File: src/rtl/csel_pkg.sv
package csel_pkg;

    localparam int WAIT_W = 4;
    localparam int SZ_W   = 5;

    typedef enum logic [1:0] {
        ST_IDLE = 2'd0,
        ST_ADDR = 2'd1,
        ST_STRB = 2'd2,
        ST_ERR  = 2'd3
    } st_e;

    typedef struct packed {
        logic              enable;
        logic              ronly;
        logic              ublock;
        logic [1:0]        width;
        logic [SZ_W-1:0]   size_log2;
        logic [WAIT_W-1:0] wait2;
        logic [WAIT_W-1:0] wait1;
    } chcfg_t;

endpackage

File: src/rtl/csel_regs.sv
module csel_regs
    import csel_pkg::*;
#(
    parameter int NCH    = 4,
    parameter int AW     = 24,
    parameter int DW     = 32,
    parameter int MIN_SZ = 8,
    localparam int CHW   = (NCH > 1) ? $clog2(NCH) : 1
) (
    input  logic                   clk,
    input  logic                   rst_n,
    input  logic                   cfg_we,
    input  logic [CHW-1:0]         cfg_ch,
    input  logic                   cfg_sel,
    input  logic [DW-1:0]          cfg_wdata,
    output chcfg_t [NCH-1:0]       cfg_o,
    output logic [NCH-1:0][AW-1:0] base_o
);

    localparam logic [SZ_W-1:0] SZ_LO = SZ_W'(MIN_SZ);
    localparam logic [SZ_W-1:0] SZ_HI = SZ_W'(AW);

    function automatic logic [SZ_W-1:0] clamp_sz(input logic [SZ_W-1:0] k);
        if (k < SZ_LO) return SZ_LO;
        if (k > SZ_HI) return SZ_HI;
        return k;
    endfunction

    function automatic logic [AW-1:0] align_mask(input logic [SZ_W-1:0] k);
        return {AW{1'b1}} << k;
    endfunction

    chcfg_t wr_cfg;
    always_comb begin
        wr_cfg.wait1     = cfg_wdata[3:0];
        wr_cfg.wait2     = cfg_wdata[7:4];
        wr_cfg.width     = cfg_wdata[9:8];
        wr_cfg.ublock    = cfg_wdata[10];
        wr_cfg.ronly     = cfg_wdata[11];
        wr_cfg.enable    = cfg_wdata[12];
        wr_cfg.size_log2 = clamp_sz(cfg_wdata[20:16]);
    end

    logic unused_cfg_bits;
    assign unused_cfg_bits = ^{cfg_wdata[DW-1:21], cfg_wdata[15:13]};

    for (genvar i = 0; i < NCH; i++) begin : g_ch
        chcfg_t          cfg_d, cfg_q;
        logic [AW-1:0]   base_d, base_q;
        logic            hit_w;

        assign hit_w = cfg_we && (cfg_ch == CHW'(i));

        always_comb begin
            cfg_d  = cfg_q;
            base_d = base_q;
            if (hit_w && cfg_sel) begin
                cfg_d  = wr_cfg;
                base_d = base_q & align_mask(wr_cfg.size_log2);
            end else if (hit_w) begin
                base_d = cfg_wdata[AW-1:0] & align_mask(cfg_q.size_log2);
            end
        end

        always_ff @(posedge clk or negedge rst_n) begin
            if (!rst_n) begin
                cfg_q           <= '0;
                cfg_q.size_log2 <= SZ_LO;
                base_q          <= '0;
            end else begin
                cfg_q  <= cfg_d;
                base_q <= base_d;
            end
        end

        assign cfg_o[i]  = cfg_q;
        assign base_o[i] = base_q;
    end

endmodule

File: src/rtl/csel_match.sv
module csel_match
    import csel_pkg::*;
#(
    parameter int NCH  = 4,
    parameter int AW   = 24,
    localparam int CHW = (NCH > 1) ? $clog2(NCH) : 1
) (
    input  logic [AW-1:0]          addr,
    input  chcfg_t [NCH-1:0]       cfg,
    input  logic [NCH-1:0][AW-1:0] base,
    output logic                   hit,
    output logic [CHW-1:0]         hit_ch
);

    logic [NCH-1:0] claim;

    for (genvar i = 0; i < NCH; i++) begin : g_cmp
        logic [AW-1:0] m;
        assign m        = {AW{1'b1}} << cfg[i].size_log2;
        assign claim[i] = cfg[i].enable && (((addr ^ base[i]) & m) == '0);
    end

    // Scan from the top so the lowest claiming channel is the last one kept.
    always_comb begin
        hit    = 1'b0;
        hit_ch = '0;
        for (int i = NCH - 1; i >= 0; i--) begin
            if (claim[i]) begin
                hit    = 1'b1;
                hit_ch = CHW'(i);
            end
        end
    end

endmodule

File: src/rtl/csel_unit.sv
module csel_unit
    import csel_pkg::*;
#(
    parameter int NCH    = 4,
    parameter int AW     = 24,
    parameter int DW     = 32,
    parameter int MIN_SZ = 8,
    localparam int CHW   = (NCH > 1) ? $clog2(NCH) : 1
) (
    input  logic            clk,
    input  logic            rst_n,
    input  logic            cfg_we,
    input  logic [CHW-1:0]  cfg_ch,
    input  logic            cfg_sel,
    input  logic [DW-1:0]   cfg_wdata,
    input  logic            req_valid,
    input  logic [AW-1:0]   req_addr,
    input  logic            req_write,
    input  logic            req_user,
    input  logic            req_burst,
    output logic            busy,
    output logic [NCH-1:0]  cs_n,
    output logic            adv_n,
    output logic            oe_n,
    output logic            we_n,
    output logic [1:0]      port_width,
    output logic            ack,
    output logic            terr
);

    chcfg_t [NCH-1:0]       cfg;
    logic [NCH-1:0][AW-1:0] base;
    logic                   hit;
    logic [CHW-1:0]         hit_ch;

    csel_regs #(.NCH(NCH), .AW(AW), .DW(DW), .MIN_SZ(MIN_SZ)) u_regs (
        .clk       (clk),
        .rst_n     (rst_n),
        .cfg_we    (cfg_we),
        .cfg_ch    (cfg_ch),
        .cfg_sel   (cfg_sel),
        .cfg_wdata (cfg_wdata),
        .cfg_o     (cfg),
        .base_o    (base)
    );

    csel_match #(.NCH(NCH), .AW(AW)) u_match (
        .addr   (req_addr),
        .cfg    (cfg),
        .base   (base),
        .hit    (hit),
        .hit_ch (hit_ch)
    );

    typedef struct packed {
        st_e               st;
        logic [CHW-1:0]    ch;
        logic              wr;
        logic [WAIT_W-1:0] cnt;
        logic [1:0]        width;
    } seq_t;

    seq_t   s_d, s_q;
    chcfg_t sel_cfg;
    logic   refuse;

    assign sel_cfg = cfg[hit_ch];
    assign refuse  = !hit
                   || (sel_cfg.ublock && req_user)
                   || (sel_cfg.ronly && req_write);

    always_comb begin
        s_d = s_q;
        unique case (s_q.st)
            ST_IDLE: begin
                if (req_valid) begin
                    if (refuse) begin
                        s_d.st = ST_ERR;
                    end else begin
                        s_d.st    = ST_ADDR;
                        s_d.ch    = hit_ch;
                        s_d.wr    = req_write;
                        s_d.width = sel_cfg.width;
                        s_d.cnt   = req_burst ? sel_cfg.wait2 : sel_cfg.wait1;
                    end
                end
            end
            ST_ADDR: s_d.st = ST_STRB;
            ST_STRB: begin
                if (s_q.cnt == '0) s_d.st = ST_IDLE;
                else               s_d.cnt = s_q.cnt - 1'b1;
            end
            ST_ERR:  s_d.st = ST_IDLE;
            default: s_d.st = ST_IDLE;
        endcase
    end

    always_ff @(posedge clk or negedge rst_n) begin
        if (!rst_n) s_q <= '{st: ST_IDLE, default: '0};
        else        s_q <= s_d;
    end

    logic in_cycle;
    assign in_cycle = (s_q.st == ST_ADDR) || (s_q.st == ST_STRB);

    always_comb begin
        cs_n = '1;
        if (in_cycle) cs_n[s_q.ch] = 1'b0;
    end

    assign busy       = (s_q.st != ST_IDLE);
    assign adv_n      = (s_q.st != ST_ADDR);
    assign oe_n       = !((s_q.st == ST_STRB) && !s_q.wr);
    assign we_n       = !((s_q.st == ST_STRB) && s_q.wr);
    assign port_width = in_cycle ? s_q.width : 2'd0;
    assign ack        = (s_q.st == ST_STRB) && (s_q.cnt == '0);
    assign terr       = (s_q.st == ST_ERR);

    AST_CS_ONEHOT: assert property (@(posedge clk) disable iff (!rst_n)
        $onehot0(~cs_n));
    AST_ADV_SINGLE: assert property (@(posedge clk) disable iff (!rst_n)
        !adv_n |=> adv_n);
    AST_ADV_WITH_CS: assert property (@(posedge clk) disable iff (!rst_n)
        !adv_n |-> ((~cs_n != '0) && oe_n && we_n));
    AST_ADV_THEN_STROBE: assert property (@(posedge clk) disable iff (!rst_n)
        !adv_n |=> (!oe_n || !we_n));
    AST_STROBE_EXCL: assert property (@(posedge clk) disable iff (!rst_n)
        oe_n || we_n);
    AST_ACK_RELEASE: assert property (@(posedge clk) disable iff (!rst_n)
        ack |=> (oe_n && we_n && (&cs_n)));
    AST_ERR_QUIET: assert property (@(posedge clk) disable iff (!rst_n)
        terr |-> ((&cs_n) && adv_n && oe_n && we_n));
    AST_ERR_SINGLE: assert property (@(posedge clk) disable iff (!rst_n)
        terr |=> !terr);
    AST_CS_IN_WIDTH: assert property (@(posedge clk) disable iff (!rst_n)
        (&cs_n) |-> (port_width == 2'd0));

endmodule

File: config.mk
export PLATFORM = sky130hd
export DESIGN_NAME = csel_unit
export DESIGN_NICKNAME = d
export VERILOG_FILES = /design/src/rtl/csel_pkg.sv /design/src/rtl/csel_regs.sv /design/src/rtl/csel_match.sv /design/src/rtl/csel_unit.sv
export SDC_FILE = /design/constraint.sdc
export NUM_CORES = 1
export LEC_CHECK = 0
export BUFFER_PORTS_ARGS = -buffer_cell sky130_fd_sc_hd__buf_2
export CAP_MARGIN = 10
export CORE_MARGIN = 2
export CORE_UTILIZATION = 35
export DETAILED_ROUTE_END_ITERATION = 16
export HOLD_SLACK_MARGIN = 0.05
export PLACE_DENSITY_LB_ADDON = 0.12
export SLEW_MARGIN = 0
export SYNTH_ARGS = -nofsm -noshare
export SYNTH_HDL_FRONTEND = slang
export SYNTH_HIERARCHICAL = 1
export SYNTH_SLANG_ARGS = --single-unit
File: constraint.sdc
create_clock -name clk -period 4.7 [get_ports clk]
set_clock_uncertainty 0.15 [all_clocks]
set_input_delay 0.705 -clock clk [delete_from_list [all_inputs] [get_ports clk]]
set_output_delay 0.705 -clock clk [all_outputs]
set_load 0.05 [all_outputs]
== Word level (Yosys, flattened, before mapping) ==
Index checks and enable logic that the tools add are counted.

* $add $sub $neg: 1
* Order comparisons: 5
* Eq/ne operators: 11
* Shift operators: 5
* Multiplexer cells: 37
* Bitwise logic cells: 18
* Reduce and logical (&&, ||, !) cells: 41

{| class="wikitable"
|+ Operators with widths
! operator !! number
|-
| AND 24 bit || 12
|-
| 2-to-1 mux 24 bit || 8
|-
| << shifter 24 x 5 -> 24 bit, first input constant || 5
|-
| zero test 24 bit || 4
|-
| bitwise XOR 24 bit || 4
|-
| binary-select mux 18 bit (select 2 bit) || 1
|-
| 2-to-1 mux 5 bit || 4
|-
| logical AND 1 bit || 18
|-
| 2-to-1 mux 17 bit || 1
|-
| 2-to-1 mux 2 bit || 7
|-
| 2-to-1 mux 4 bit || 3
|-
| nonzero test 2 bit || 6
|-
| 2-to-1 mux 11 bit || 1
|-
| 2-to-1 mux 9 bit || 1
|-
| == test 2 bit, second input constant || 4
|-
| 2-to-1 mux 1 bit || 8
|-
| != test 2 bit, second input constant || 4
|-
| case mux 2 bit (4 select lines) || 1
|-
| case mux 4 bit (2 select lines) || 1
|-
| less-than comparator 2 x 3 -> 1 bit, second input constant || 2
|-
| greater-than comparator 5 bit, second input constant || 1
|-
| less-than comparator 5 x 4 -> 1 bit, second input constant || 1
|-
| == test 2 x 1 -> 1 bit, second input constant || 2
|-
| zero test 1 bit || 4
|-
| other kinds (12) || 15
|}

* Flip-flop bits (word level): 179
* Output and inout port bits: 12
* Word-level logic and storage cells: 155

== Depth between registers and ports, before layout ==
Gate-level depths: netlist of run 1.

* Depth in word-level cells: 16
* Mapped depth: 15
* Depth with buffers taken out: 12

== By module ==
Netlist of run 1, hierarchy kept.

{| class="wikitable"
|+ Modules (own cells, without submodules)
! module !! instances !! cells each !! area an instance (um^2) !! seq. area each (um^2)
|-
| csel_regs || 1 || 714 || 7875.1 || 4209.0
|-
| csel_match || 1 || 275 || 1875.5 || 0.0
|-
| csel_unit || 1 || 121 || 1219.9 || 275.3
|}

== Worst setup path before layout of run 1 ==
OpenSTA, ideal clock, no wires.

* Kind: input-to-reg
* Start: input port req_addr[0]
* End: register s_q[0] (netlist bit)
* Arrival time: 3188 ps
* Slack: 1237 ps
* Stages: 13
* Path buffers: 2
* Cells stage by stage: xor2_1 > and3_1 > a2111oi_1 > a32oi_2 > o32ai_1 > o21a_1 > buf_6 > mux2i_1 > o22ai_1 > nor2_1 > and3_1 > buf_6 > mux2_4

* Cells in the longest elaborated chain, start to end: 15
* Elaborated cells on any way between the ends: 33
* Those cells by class: 10 x mux; 9 x bitwise; 14 x reduce/logical

{| class="wikitable"
|+ Ends and longest elaborated chain
! item !! line !! text
|-
| from (decl) || csel_unit.sv:17 || <nowiki>input logic [AW-1:0] req_addr,</nowiki>
|-
| bitwise XOR 24 bit || csel_match.sv:20 || <nowiki>assign claim[i] = cfg[i].enable && (((addr ^ base[i]) & m) == '0);</nowiki>
|-
| AND 24 bit || csel_match.sv:20 ||
|-
| zero test 24 bit || csel_match.sv:20 ||
|-
| logical AND 1 bit || csel_match.sv:20 ||
|-
| 2-to-1 mux 2 bit (3 in a row) || csel_match.sv:28 || <nowiki>if (claim[i]) begin</nowiki>
|-
| 2-to-1 mux 2 bit * || csel_match.sv:28 ||
|-
| net hit_ch[0] || csel_unit.sv:34 || <nowiki>logic [CHW-1:0] hit_ch;</nowiki>
|-
| binary-select mux 18 bit (select 2 bit) * || csel_unit.sv:67 || <nowiki>assign sel_cfg = cfg[hit_ch];</nowiki>
|-
| 2-to-1 mux 17 bit (not written as such) * || csel_unit.sv:67 ||
|-
| logical AND 1 bit || csel_unit.sv:69 || <nowiki>|| (sel_cfg.ublock && req_user)</nowiki>
|-
| logical OR 1 bit || csel_unit.sv:69 ||
|-
| logical OR 1 bit || csel_unit.sv:70 || <nowiki>|| (sel_cfg.ronly && req_write);</nowiki>
|-
| NOT 1 bit (no line) || -- ||
|-
| AND reduction 3 bit (no line) || -- ||
|-
| to (signal assigned) || csel_unit.sv:99 || <nowiki>if (!rst_n) s_q <= '{st: ST_IDLE, default: '0};</nowiki>
|-
| to (signal assigned) || csel_unit.sv:100 || <nowiki>else s_q <= s_d;</nowiki>
|-
| to (decl) || csel_unit.sv:63 || <nowiki>seq_t s_d, s_q;</nowiki>
|}

The timed path passes the listed nets; every way through them passes the cells marked *. The select of a mux whose other input is x is not followed.
A chain may end at the register's enable or synchronous reset.

== Worst setup path after layout of run 1 ==
* Start: register u_regs.g_ch[2].cfg_q, in the netlist u_regs/cfg_o[44]
* End: register s_q[5] (netlist bit)

* Cells in the longest elaborated chain, start to end: 14
* Elaborated cells on any way between the ends: 23
* Those cells by class: 1 x eq/ne; 1 x shift; 12 x mux; 1 x bitwise; 8 x reduce/logical

{| class="wikitable"
|+ Ends and longest elaborated chain
! item !! line !! text
|-
| from (decl) || csel_regs.sv:48 || <nowiki>chcfg_t cfg_d, cfg_q;</nowiki>
|-
| from (signal assigned) || csel_regs.sv:71 || <nowiki>cfg_q <= cfg_d;</nowiki>
|-
| << shifter 24 x 5 -> 24 bit * || csel_match.sv:19 || <nowiki>assign m = {AW{1'b1}} << cfg[i].size_log2;</nowiki>
|-
| AND 24 bit * || csel_match.sv:20 ||
|-
| zero test 24 bit * || csel_match.sv:20 ||
|-
| logical AND 1 bit * || csel_match.sv:20 ||
|-
| 2-to-1 mux 2 bit * (3 in a row) || csel_match.sv:28 ||
|-
| net hit_ch[1] || csel_unit.sv:34 ||
|-
| binary-select mux 18 bit (select 2 bit) * || csel_unit.sv:67 ||
|-
| 2-to-1 mux 17 bit (not written as such) * || csel_unit.sv:67 ||
|-
| logical AND 1 bit || csel_unit.sv:69 ||
|-
| logical OR 1 bit || csel_unit.sv:69 ||
|-
| logical OR 1 bit || csel_unit.sv:70 ||
|-
| != test 2 bit (no line) || -- ||
|-
| AND reduction 4 bit (no line) || -- ||
|}

Marked as above.

==> load_flow_metrics.sql, run 1 <==
INSERT INTO impl_metrics (metric_group, metric, value, unit) VALUES
('timing', 'final_critical_path_setup_slack', '0.465', 'ns'),
('critical_path', 'critPathCaptureType', 'flip-flop', ''),
('clock_network', 'cts_made_buffers', '17', ''),
('power_and_ir_drop', 'combinationalPowerShare', '0.311', ''),
('grt', 'antenna_violations_before_repair', '1', ''),
('grt', 'grt_first_pass_wirelength', '58.7', 'mm'),
('timing', 'finalHoldViolCount', '0', ''),
('routing', 'finalWirelength', '39.3', 'mm'),
('clock_network', 'ctsResizeCount', '0', ''),
('critical_path', 'worstPathArrival', '4.39', 'ns'),
('clock_network', 'cts.path.max_buffers', '2', ''),
('critical_path', 'crit_type', 'reg2reg', ''),
('yosys', 'synth_fp_nets', '1183', ''),
('grt', 'grt_max_degree', '99', ''),
('grt', 'vias_in_the_first_global_route', '9176', ''),
('clock_network', 'clock_sinks', '179', ''),
('placed_design', 'placed_cell_area', '11700', 'sq um'),
('power_and_ir_drop', 'power.share.switching', '0.376', ''),
('yosys', 'synth.top_cells.by_area', 'sky130_fd_sc_hd__dfrtp_1, sky130_fd_sc_hd__a32o_1, sky130_fd_sc_hd__xor2_1', ''),
('timing', 'fin_setup_tns', '0', 'ns'),
('run_status', 'run_status', 'complete, no violations', ''),
('clock_network', 'clk_pin_slew_worst_paths', '0.07', 'ns'),
('timing', 'fmax', '236', 'MHz'),
('timing', 'rsz0062_at_grt', 'no', ''),
('power_and_ir_drop', 'power_frac_seq', '0.411', ''),
('critical_path', 'cp_max_fo', '15', ''),
('clock_network', 'cts_root_buffer', 'sky130_fd_sc_hd__clkbuf_16', ''),
('power_and_ir_drop', 'internal-power', '3230', 'uW'),
('yosys', 'synth_ff_type', 'sky130_fd_sc_hd__dfrtp_1', ''),
('critical_path', 'critical_path.cell_chain', 'nand2_1 > o21a_1 > nor4b_1 > o2111ai_1 > nor3_1 > o21bai_1 > nor2b_2 > buf_4 > mux4_1 > mux2_2 > o21ai_0 > a211oi_1', ''),
('yosys', 'postSynthCellCount', '1110', ''),
('timing', 'actual_slew_at_the_worst_max_slew_pin', '1.12', 'ns'),
('layout', 'syn_to_final_growth', '11.5', '%'),
('floorplanning', 'initial_utilization', '0.357', ''),
('layout', 'antenna-diode-count', '0', ''),
('yosys', 'synth.cell_area', '11000', 'sq um'),
('floorplanning', 'fp.dieW', '181', 'um'),
('timing', 'final_min_period_over_clock_period', '0.901', ''),
('hold_path', 'hold_path.class', 'in2async', ''),
('floorplanning', 'fp.dieArea', '32800', 'sq um'),
('yosys', 'post-synth-top-area-cell', 'sky130_fd_sc_hd__dfrtp_1', ''),
('timing', 'setup_viol', '0', ''),
('yosys', 'syn-mean-instance-area', '9.88', 'sq um'),
('power_and_ir_drop', 'ir_worst_vdd', '0.269', 'mV'),
('routing', 'final_antenna_net_count', '0', ''),
('layout', 'nets', '1217', ''),
('placed_design', 'place.gp.congestion', '0.904', ''),
('placed_design', 'placement.setup.worst_slack', '0.286', 'ns'),
('critical_path', 'critical-path-slowest-cell', 'sky130_fd_sc_hd__mux4_1', ''),
('clock_network', 'cts.repair_timing.setup_buffer_count', '0', ''),
('critical_path', 'timing.critical_path.from_type', 'flip-flop', ''),
('critical_path', 'critPathMaxStageDelay', '0.58', 'ns'),
('placed_design', 'placedCellCount', '1521', ''),
('timing', 'post-route-min-period', '4.24', 'ns'),
('grt', 'grt_util_all_layers', '0.239', ''),
('critical_path', 'cpLargestDelayFamily', 'simple AND/OR/NAND/NOR gates', ''),
('critical_path', 'r2r.worst_path.cells', '12', ''),
('routing', 'detail_route.vias_per_cell', '6.06', ''),
('layout', 'fraction_of_layout_cells_with_a_size_suffix_above_1', '0.177', ''),
('floorplanning', 'rows', '64', ''),
('routing', 'firstDrtPassIters', '6', ''),
('floorplanning', 'core', '30700', 'sq um'),
('routing', 'drt-initial-drc-count', '755', ''),
('yosys', 'number_of_enable_type_register_cells_in_the_synthesized_netlist', '0', ''),
('timing', 'max_slew_violation_total_from_the_final_report', '0', ''),
('critical_path', 'worst_ep_required_time', '4.86', 'ns'),
('clock_network', 'cts_htree_levels', '4', ''),
('flow_run', 'max-cap-violations', '0', ''),
('critical_path', 'critPathBufInv', '1', ''),
('routing', 'overall_via_count_from_detail_route', '9407', ''),
('floorplanning', 'dieHeight', '181', 'um');
==> power groups by stage <==
stage | Combinational (uW) | Sequential [uW] | Clock, uW
3_5_place_dp | 1590 | 2150 | 0
5_1_grt | 1740 | 2160 | 1530
4_1_cts | 1600 | 2120 | 1470
2_1_floorplan | 1160 | 2040 | 0
6_report | 1610 | 2120 | 1440
3_3_place_gp | 1580 | 2140 | 0
==> final timing paths <==
check,endpoint,slack [ns],from
setup / recovery,s_q[5],0.46,u_regs/cfg_o[44]
hold / removal,s_q[1],0.20,rst_n
setup reg to reg,s_q[5],0.46,u_regs/cfg_o[44]
hold reg to reg,u_regs/cfg_o[0],0.33,u_regs/cfg_o[0]
max in group asynchronous,u_regs/cfg_o[29],3.20,rst_n
min in group clk,u_regs/cfg_o[0],0.33,u_regs/cfg_o[0]
==> per-layer routing <==
layer	track usage	up-vias	routed length [um]	share of wire
li1	-	4234	-	-
met1	0.326	4760	17600	0.45
met2	0.382	347	18200	0.46
met3	0.0325	66	2150	0.055
met4	0.0976	0	1340	0.034
met5	0	-	0	0
==> synthesized netlist by cell type (6+ instances only) <==
| library cell | count |
|---|---|
| sky130_fd_sc_hd__a32o_1 | 72 |
| sky130_fd_sc_hd__a211oi_1 | 10 |
| sky130_fd_sc_hd__mux2_1 | 15 |
| sky130_fd_sc_hd__nand2_1 | 122 |
| sky130_fd_sc_hd__o211ai_1 | 19 |
| sky130_fd_sc_hd__clkbuf_1 | 49 |
| sky130_fd_sc_hd__o31ai_1 | 19 |
| sky130_fd_sc_hd__nor3_1 | 7 |
| sky130_fd_sc_hd__o22ai_1 | 6 |
| sky130_fd_sc_hd__nand4_1 | 12 |
| sky130_fd_sc_hd__buf_4 | 7 |
| sky130_fd_sc_hd__mux2i_1 | 10 |
| sky130_fd_sc_hd__nor2_1 | 27 |
| sky130_fd_sc_hd__and3_1 | 11 |
| sky130_fd_sc_hd__nor2b_1 | 10 |
| sky130_fd_sc_hd__o21ai_0 | 93 |
| sky130_fd_sc_hd__xor2_1 | 68 |
| sky130_fd_sc_hd__xnor2_1 | 29 |
| sky130_fd_sc_hd__o21a_1 | 10 |
| sky130_fd_sc_hd__a21oi_1 | 40 |
| sky130_fd_sc_hd__inv_1 | 26 |
| sky130_fd_sc_hd__o21ai_1 | 7 |
| sky130_fd_sc_hd__ha_1 | 7 |
| sky130_fd_sc_hd__nand3_1 | 37 |
| sky130_fd_sc_hd__a31oi_1 | 12 |
| sky130_fd_sc_hd__dfrtp_1 | 175 |
| sky130_fd_sc_hd__o2111ai_1 | 9 |
| sky130_fd_sc_hd__nand2b_1 | 11 |
| sky130_fd_sc_hd__buf_2 | 31 |
| sky130_fd_sc_hd__a22o_1 | 8 |
| sky130_fd_sc_hd__a21o_1 | 7 |
| sky130_fd_sc_hd__mux2_2 | 23 |
==> flip-flops by register name, indices dropped and copies added (netlist names) <==
name,cells
u_regs/cfg_o,72
s_q,11
u_regs/g_ch.base_q,96
==> cells in the final DEF, fill, tap and decap left out, types with 6 or more instances in the layout <==
| cell | netlist | layout |
|---|---|---|
| sky130_fd_sc_hd__o2111ai_1 | 9 | 9 |
| sky130_fd_sc_hd__mux2_1 | 15 | 15 |
| sky130_fd_sc_hd__and3_1 | 11 | 11 |
| sky130_fd_sc_hd__dfrtp_1 | 175 | 175 |
| sky130_fd_sc_hd__clkbuf_16 | 0 | 17 |
| sky130_fd_sc_hd__xor2_1 | 68 | 68 |
| sky130_fd_sc_hd__buf_4 | 7 | 38 |
| sky130_fd_sc_hd__o22ai_1 | 6 | 6 |
| sky130_fd_sc_hd__mux2_2 | 23 | 23 |
| sky130_fd_sc_hd__a22o_1 | 8 | 8 |
| sky130_fd_sc_hd__a31oi_1 | 12 | 12 |
| sky130_fd_sc_hd__a21oi_1 | 40 | 40 |
| sky130_fd_sc_hd__o31ai_1 | 19 | 19 |
| sky130_fd_sc_hd__a32o_1 | 72 | 72 |
| sky130_fd_sc_hd__a21o_1 | 7 | 7 |
| sky130_fd_sc_hd__o21a_1 | 10 | 10 |
| sky130_fd_sc_hd__nand2_1 | 122 | 122 |
| sky130_fd_sc_hd__inv_1 | 26 | 26 |
| sky130_fd_sc_hd__nor3_1 | 7 | 7 |
| sky130_fd_sc_hd__mux2i_1 | 10 | 10 |
| sky130_fd_sc_hd__nor2b_1 | 10 | 9 |
| sky130_fd_sc_hd__nand2b_1 | 11 | 11 |
| sky130_fd_sc_hd__a211oi_1 | 10 | 10 |
| sky130_fd_sc_hd__nand4_1 | 12 | 12 |
| sky130_fd_sc_hd__xnor2_1 | 29 | 29 |
| sky130_fd_sc_hd__o21ai_1 | 7 | 7 |
| sky130_fd_sc_hd__ha_1 | 7 | 7 |
| sky130_fd_sc_hd__nand3_1 | 37 | 37 |
| sky130_fd_sc_hd__o21ai_0 | 93 | 93 |
| sky130_fd_sc_hd__nor2_1 | 27 | 27 |
| sky130_fd_sc_hd__buf_2 | 31 | 68 |
| sky130_fd_sc_hd__o211ai_1 | 19 | 19 |
==> metrics by stage <==
step / utilization / total power (uW)
2_1_floorplan: - / 3190
3_3_place_gp: 0.379 / 3720
6_report: 0.398 / 5170
5_1_grt: 0.398 / 5440
4_1_cts: 0.398 / 5190
3_5_place_dp: 0.379 / 3740
==> logic make-up after synthesis <==
group | Yosys count | synth area share
muxes | 60 | 0.0711
xor gates and xnor gates | 97 | 0.0774
and+or+nand+nor | 284 | 0.144
AOI/OAI and AO/OA | 362 | 0.239
buffers and inverters | 120 | 0.0504
DFF | 179 | 0.409
adders and majority gates | 8 | 0.00901
==> final cells by class <==
| type | count | area, sq um |
|---|---|---|
| Inverter | 28 | 105 |
| Fill cell | 3120 | 18500 |
| Sequential cell | 179 | 4480 |
| Timing Repair Buffer | 107 | 639 |
| Multi-Input combinational cell | 811 | 5940 |
| Clock inverter | 13 | 125 |
| Tap cell | 396 | 495 |
| Clock buffer | 19 | 443 |
(Power assumes the default switching activity.)
==> run 2: changes to the inputs <==
==> constraint.sdc (replaced) <==
create_clock -name clk -period 4.7 [get_ports clk]
set_clock_uncertainty 0.15 [all_clocks]
set_input_delay 0.94 -clock clk [delete_from_list [all_inputs] [get_ports clk]]
set_output_delay 0.94 -clock clk [all_outputs]
set_load 0.05 [all_outputs]
==> run 2 against run 1 <==
  * Flip-flop and latch count stayed put
  * Worst setup slack got worse by 0.061 ns
  * Die area unchanged
  * Largest power group unchanged
  * Highest routed layer unchanged
==> load_flow_metrics.sql, run 2 (synthesis results as in run 1) <==
INSERT INTO impl_metrics (metric_group, metric, value, unit) VALUES
('critical_path', 'worstPathArrival', '4.47', 'ns'),
('floorplanning', 'rows', '64', ''),
('timing', 'actual_slew_at_the_worst_max_slew_pin', '1.13', 'ns'),
('clock_network', 'cts.path.max_buffers', '2', ''),
('critical_path', 'critPathBufInv', '1', ''),
('timing', 'final_min_period_over_clock_period', '0.914', ''),
('power_and_ir_drop', 'ir_worst_vdd', '0.258', 'mV'),
('clock_network', 'cts_hold_repair.buffers', '0', ''),
('timing', 'post-route-min-period', '4.30', 'ns'),
('grt', 'grt_first_pass_wirelength', '59.9', 'mm'),
('layout', 'num-fill-cells', '3106', ''),
('layout', 'syn_to_final_growth', '12.2', '%'),
('clock_network', 'clk_pin_slew_worst_paths', '0.08', 'ns'),
('power_and_ir_drop', 'power.density_cell_area', '427', 'nW/um^2'),
('layout', 'antenna-diode-count', '0', ''),
('timing', 'max_slew_violation_total_from_the_final_report', '0', ''),
('layout', 'largest_register_ffs', '96', ''),
('critical_path', 'critical-path-slowest-cell', 'sky130_fd_sc_hd__dfrtp_1', ''),
('critical_path', 'cpLargestDelayFamily', 'simple AND/OR/NAND/NOR gates', ''),
('routing', 'final_antenna_net_count', '0', ''),
('layout', 'multi_input_area', '5940', 'sq um'),
('floorplanning', 'fp.dieW', '181', 'um'),
('routing', 'wl_per_cell', '25.5', 'um'),
('grt', 'grt_util_all_layers', '0.244', ''),
('floorplanning', 'core', '30700', 'sq um'),
('floorplanning', 'fp.dieArea', '32800', 'sq um'),
('critical_path', 'critical_path.cell_chain', 'nand2_1 > o21a_1 > nor4b_1 > o2111ai_1 > nor3_1 > o21bai_1 > nor2b_2 > buf_4 > mux4_1 > mux2_2 > o21ai_0 > a211oi_1', ''),
('clock_network', 'clock_sinks', '179', ''),
('grt', 'antenna_violations_before_repair', '0', ''),
('routing', 'overall_via_count_from_detail_route', '9469', ''),
('grt', 'grt_max_degree', '97', ''),
('critical_path', 'crit_type', 'reg2reg', ''),
('routing', 'drc', '0', ''),
('floorplanning', 'ios', '78', ''),
('layout', 'most-common-layout-cells', 'sky130_fd_sc_hd__dfrtp_1, sky130_fd_sc_hd__nand2_1, sky130_fd_sc_hd__o21ai_0, sky130_fd_sc_hd__a32o_1', ''),
('clock_network', 'cts.repair_timing.setup_buffer_count', '0', ''),
('routing', 'detail_route.vias_per_cell', '6.09', ''),
('timing', 'finalHoldViolCount', '0', ''),
('critical_path', 'critPathCaptureType', 'flip-flop', ''),
('timing', 'max-slew-margin-rel', '0.246', ''),
('power_and_ir_drop', 'total_leakage_power', '0.00516', 'uW'),
('clock_network', 'cts_tree', 'built', ''),
('grt', 'vias_in_the_first_global_route', '9148', ''),
('clock_network', 'cts_made_buffers', '17', ''),
('run_status', 'run_status', 'complete, no violations', ''),
('timing', 'rsz0062_at_grt', 'no', ''),
('routing', 'drt-initial-drc-count', '1032', ''),
('routing', 'finalWirelength', '39.6', 'mm'),
('critical_path', 'timing.critical_path.from_type', 'flip-flop', ''),
('layout', 'layout.cells.most_common', 'sky130_fd_sc_hd__dfrtp_1', ''),
('critical_path', 'worst_ep_required_time', '4.87', 'ns'),
('hold_path', 'hold_path.class', 'reg2reg', ''),
('floorplanning', 'initial_utilization', '0.357', ''),
('placed_design', 'placement.setup.worst_slack', '0.102', 'ns'),
('layout', 'nets', '1220', ''),
('clock_network', 'ctsResizeCount', '0', ''),
('placed_design', 'place.gp.congestion', '0.894', ''),
('placed_design', 'portBuffers', '69', ''),
('layout', 'max_flop_register', 'u_regs/g_ch.base_q', ''),
('clock_network', 'clk_latency', '0.45', 'ns'),
('layout', 'fraction_of_layout_cells_with_a_size_suffix_above_1', '0.180', ''),
('timing', 'fmax', '233', 'MHz'),
('critical_path', 'critPathMaxStageDelay', '0.61', 'ns'),
('layout', 'final-seq-area', '4480', 'sq um'),
('timing', 'setup_viol', '0', ''),
('grt', 'global_route.overflow_total', '0', ''),
('routing', 'firstDrtPassIters', '5', ''),
('clock_network', 'cts_htree_levels', '4', ''),
('clock_network', 'cts_root_buffer', 'sky130_fd_sc_hd__clkbuf_16', ''),
('placed_design', 'place.detailed.hpwl', '28.5', 'mm'),
('flow_run', 'max-cap-violations', '0', ''),
('timing', 'fin_setup_tns', '0', 'ns'),
('floorplanning', 'dieHeight', '181', 'um'),
('timing', 'final_critical_path_setup_slack', '0.403', 'ns'),
('critical_path', 'cp_max_fo', '15', '');
run 2: cell types whose count changed in the layout (fill, tap and decap cells not counted):
cell / before / now
sky130_fd_sc_hd__clkinvlp_4: 4 / 0
sky130_fd_sc_hd__clkbuf_8: 2 / 1
sky130_fd_sc_hd__clkinv_4: 2 / 3
sky130_fd_sc_hd__buf_4: 38 / 40
sky130_fd_sc_hd__buf_12: 0 / 1
sky130_fd_sc_hd__inv_8: 1 / 5
sky130_fd_sc_hd__clkinv_2: 2 / 0
sky130_fd_sc_hd__clkbuf_1: 1 / 0
sky130_fd_sc_hd__clkinv_8: 0 / 3
run 2: worst register-to-register path: cells and delay by family (launching register included):
family                 cells  cell delay [ns]
buffers and inverters      1             0.31
multiplexers               2             0.85
AND/OR/NAND/NOR            4             1.38
AO/OA/AOI/OAI              5             0.88
flip-flops                 1             0.61
run 2: area by class of cell:
type                    instances  area share
clock buffers                  17      0.0346
clock inverters                15      0.0152
inverters                      28     0.00854
multi-input cells             811       0.482
flip-flops and latches        179       0.364
well taps                     396      0.0403
repair buffers                110      0.0548
run 2: where the power goes:
part	total (uW)	switching (uW)	internal, uW
Combinational	1610	973	641
Clock	1520	753	770
Sequential	2120	290	1840
run 2: layer usage:
metal | GRT usage | wire, um | up-vias
met2 | 0.394 | 18900 | 374
met5 | 0 | 0 | -
li1 | - | - | 4244
met1 | 0.337 | 17400 | 4813
met4 | 0.0680 | 794 | 0
met3 | 0.0413 | 2520 | 38
run 2: path summary, 6_finish.rpt:
kind | start | endpoint | slack [ns] | depth (start not counted)
worst max-delay path | u_regs/cfg_o[44] | s_q[5] | 0.40 | 12
worst min-delay path | u_regs/cfg_o[34] | u_regs/cfg_o[34] | 0.33 | 2
worst max register to register | u_regs/cfg_o[44] | s_q[5] | 0.40 | 12
worst min register to register | u_regs/cfg_o[34] | u_regs/cfg_o[34] | 0.33 | 2
max in group asynchronous | rst_n | u_regs/cfg_o[11] | 3.00 | 2
min in group asynchronous | rst_n | u_regs/cfg_o[41] | 0.40 | 1
run 2: through the flow:
step / hold WS [ns] / util / total power (uW) / std cells / instance area (sq um)
2_1_floorplan: 0.288 / - / 3190 / 1110 / 11000
3_3_place_gp: 0.307 / 0.380 / 3730 / 1524 / 11700
3_5_place_dp: 0.315 / 0.380 / 3750 / 1524 / 11700
4_1_cts: 0.335 / 0.400 / 5280 / 1556 / 12300
5_1_grt: 0.350 / 0.400 / 5530 / 1556 / 12300
6_report: 0.333 / 0.400 / 5260 / 1556 / 12300
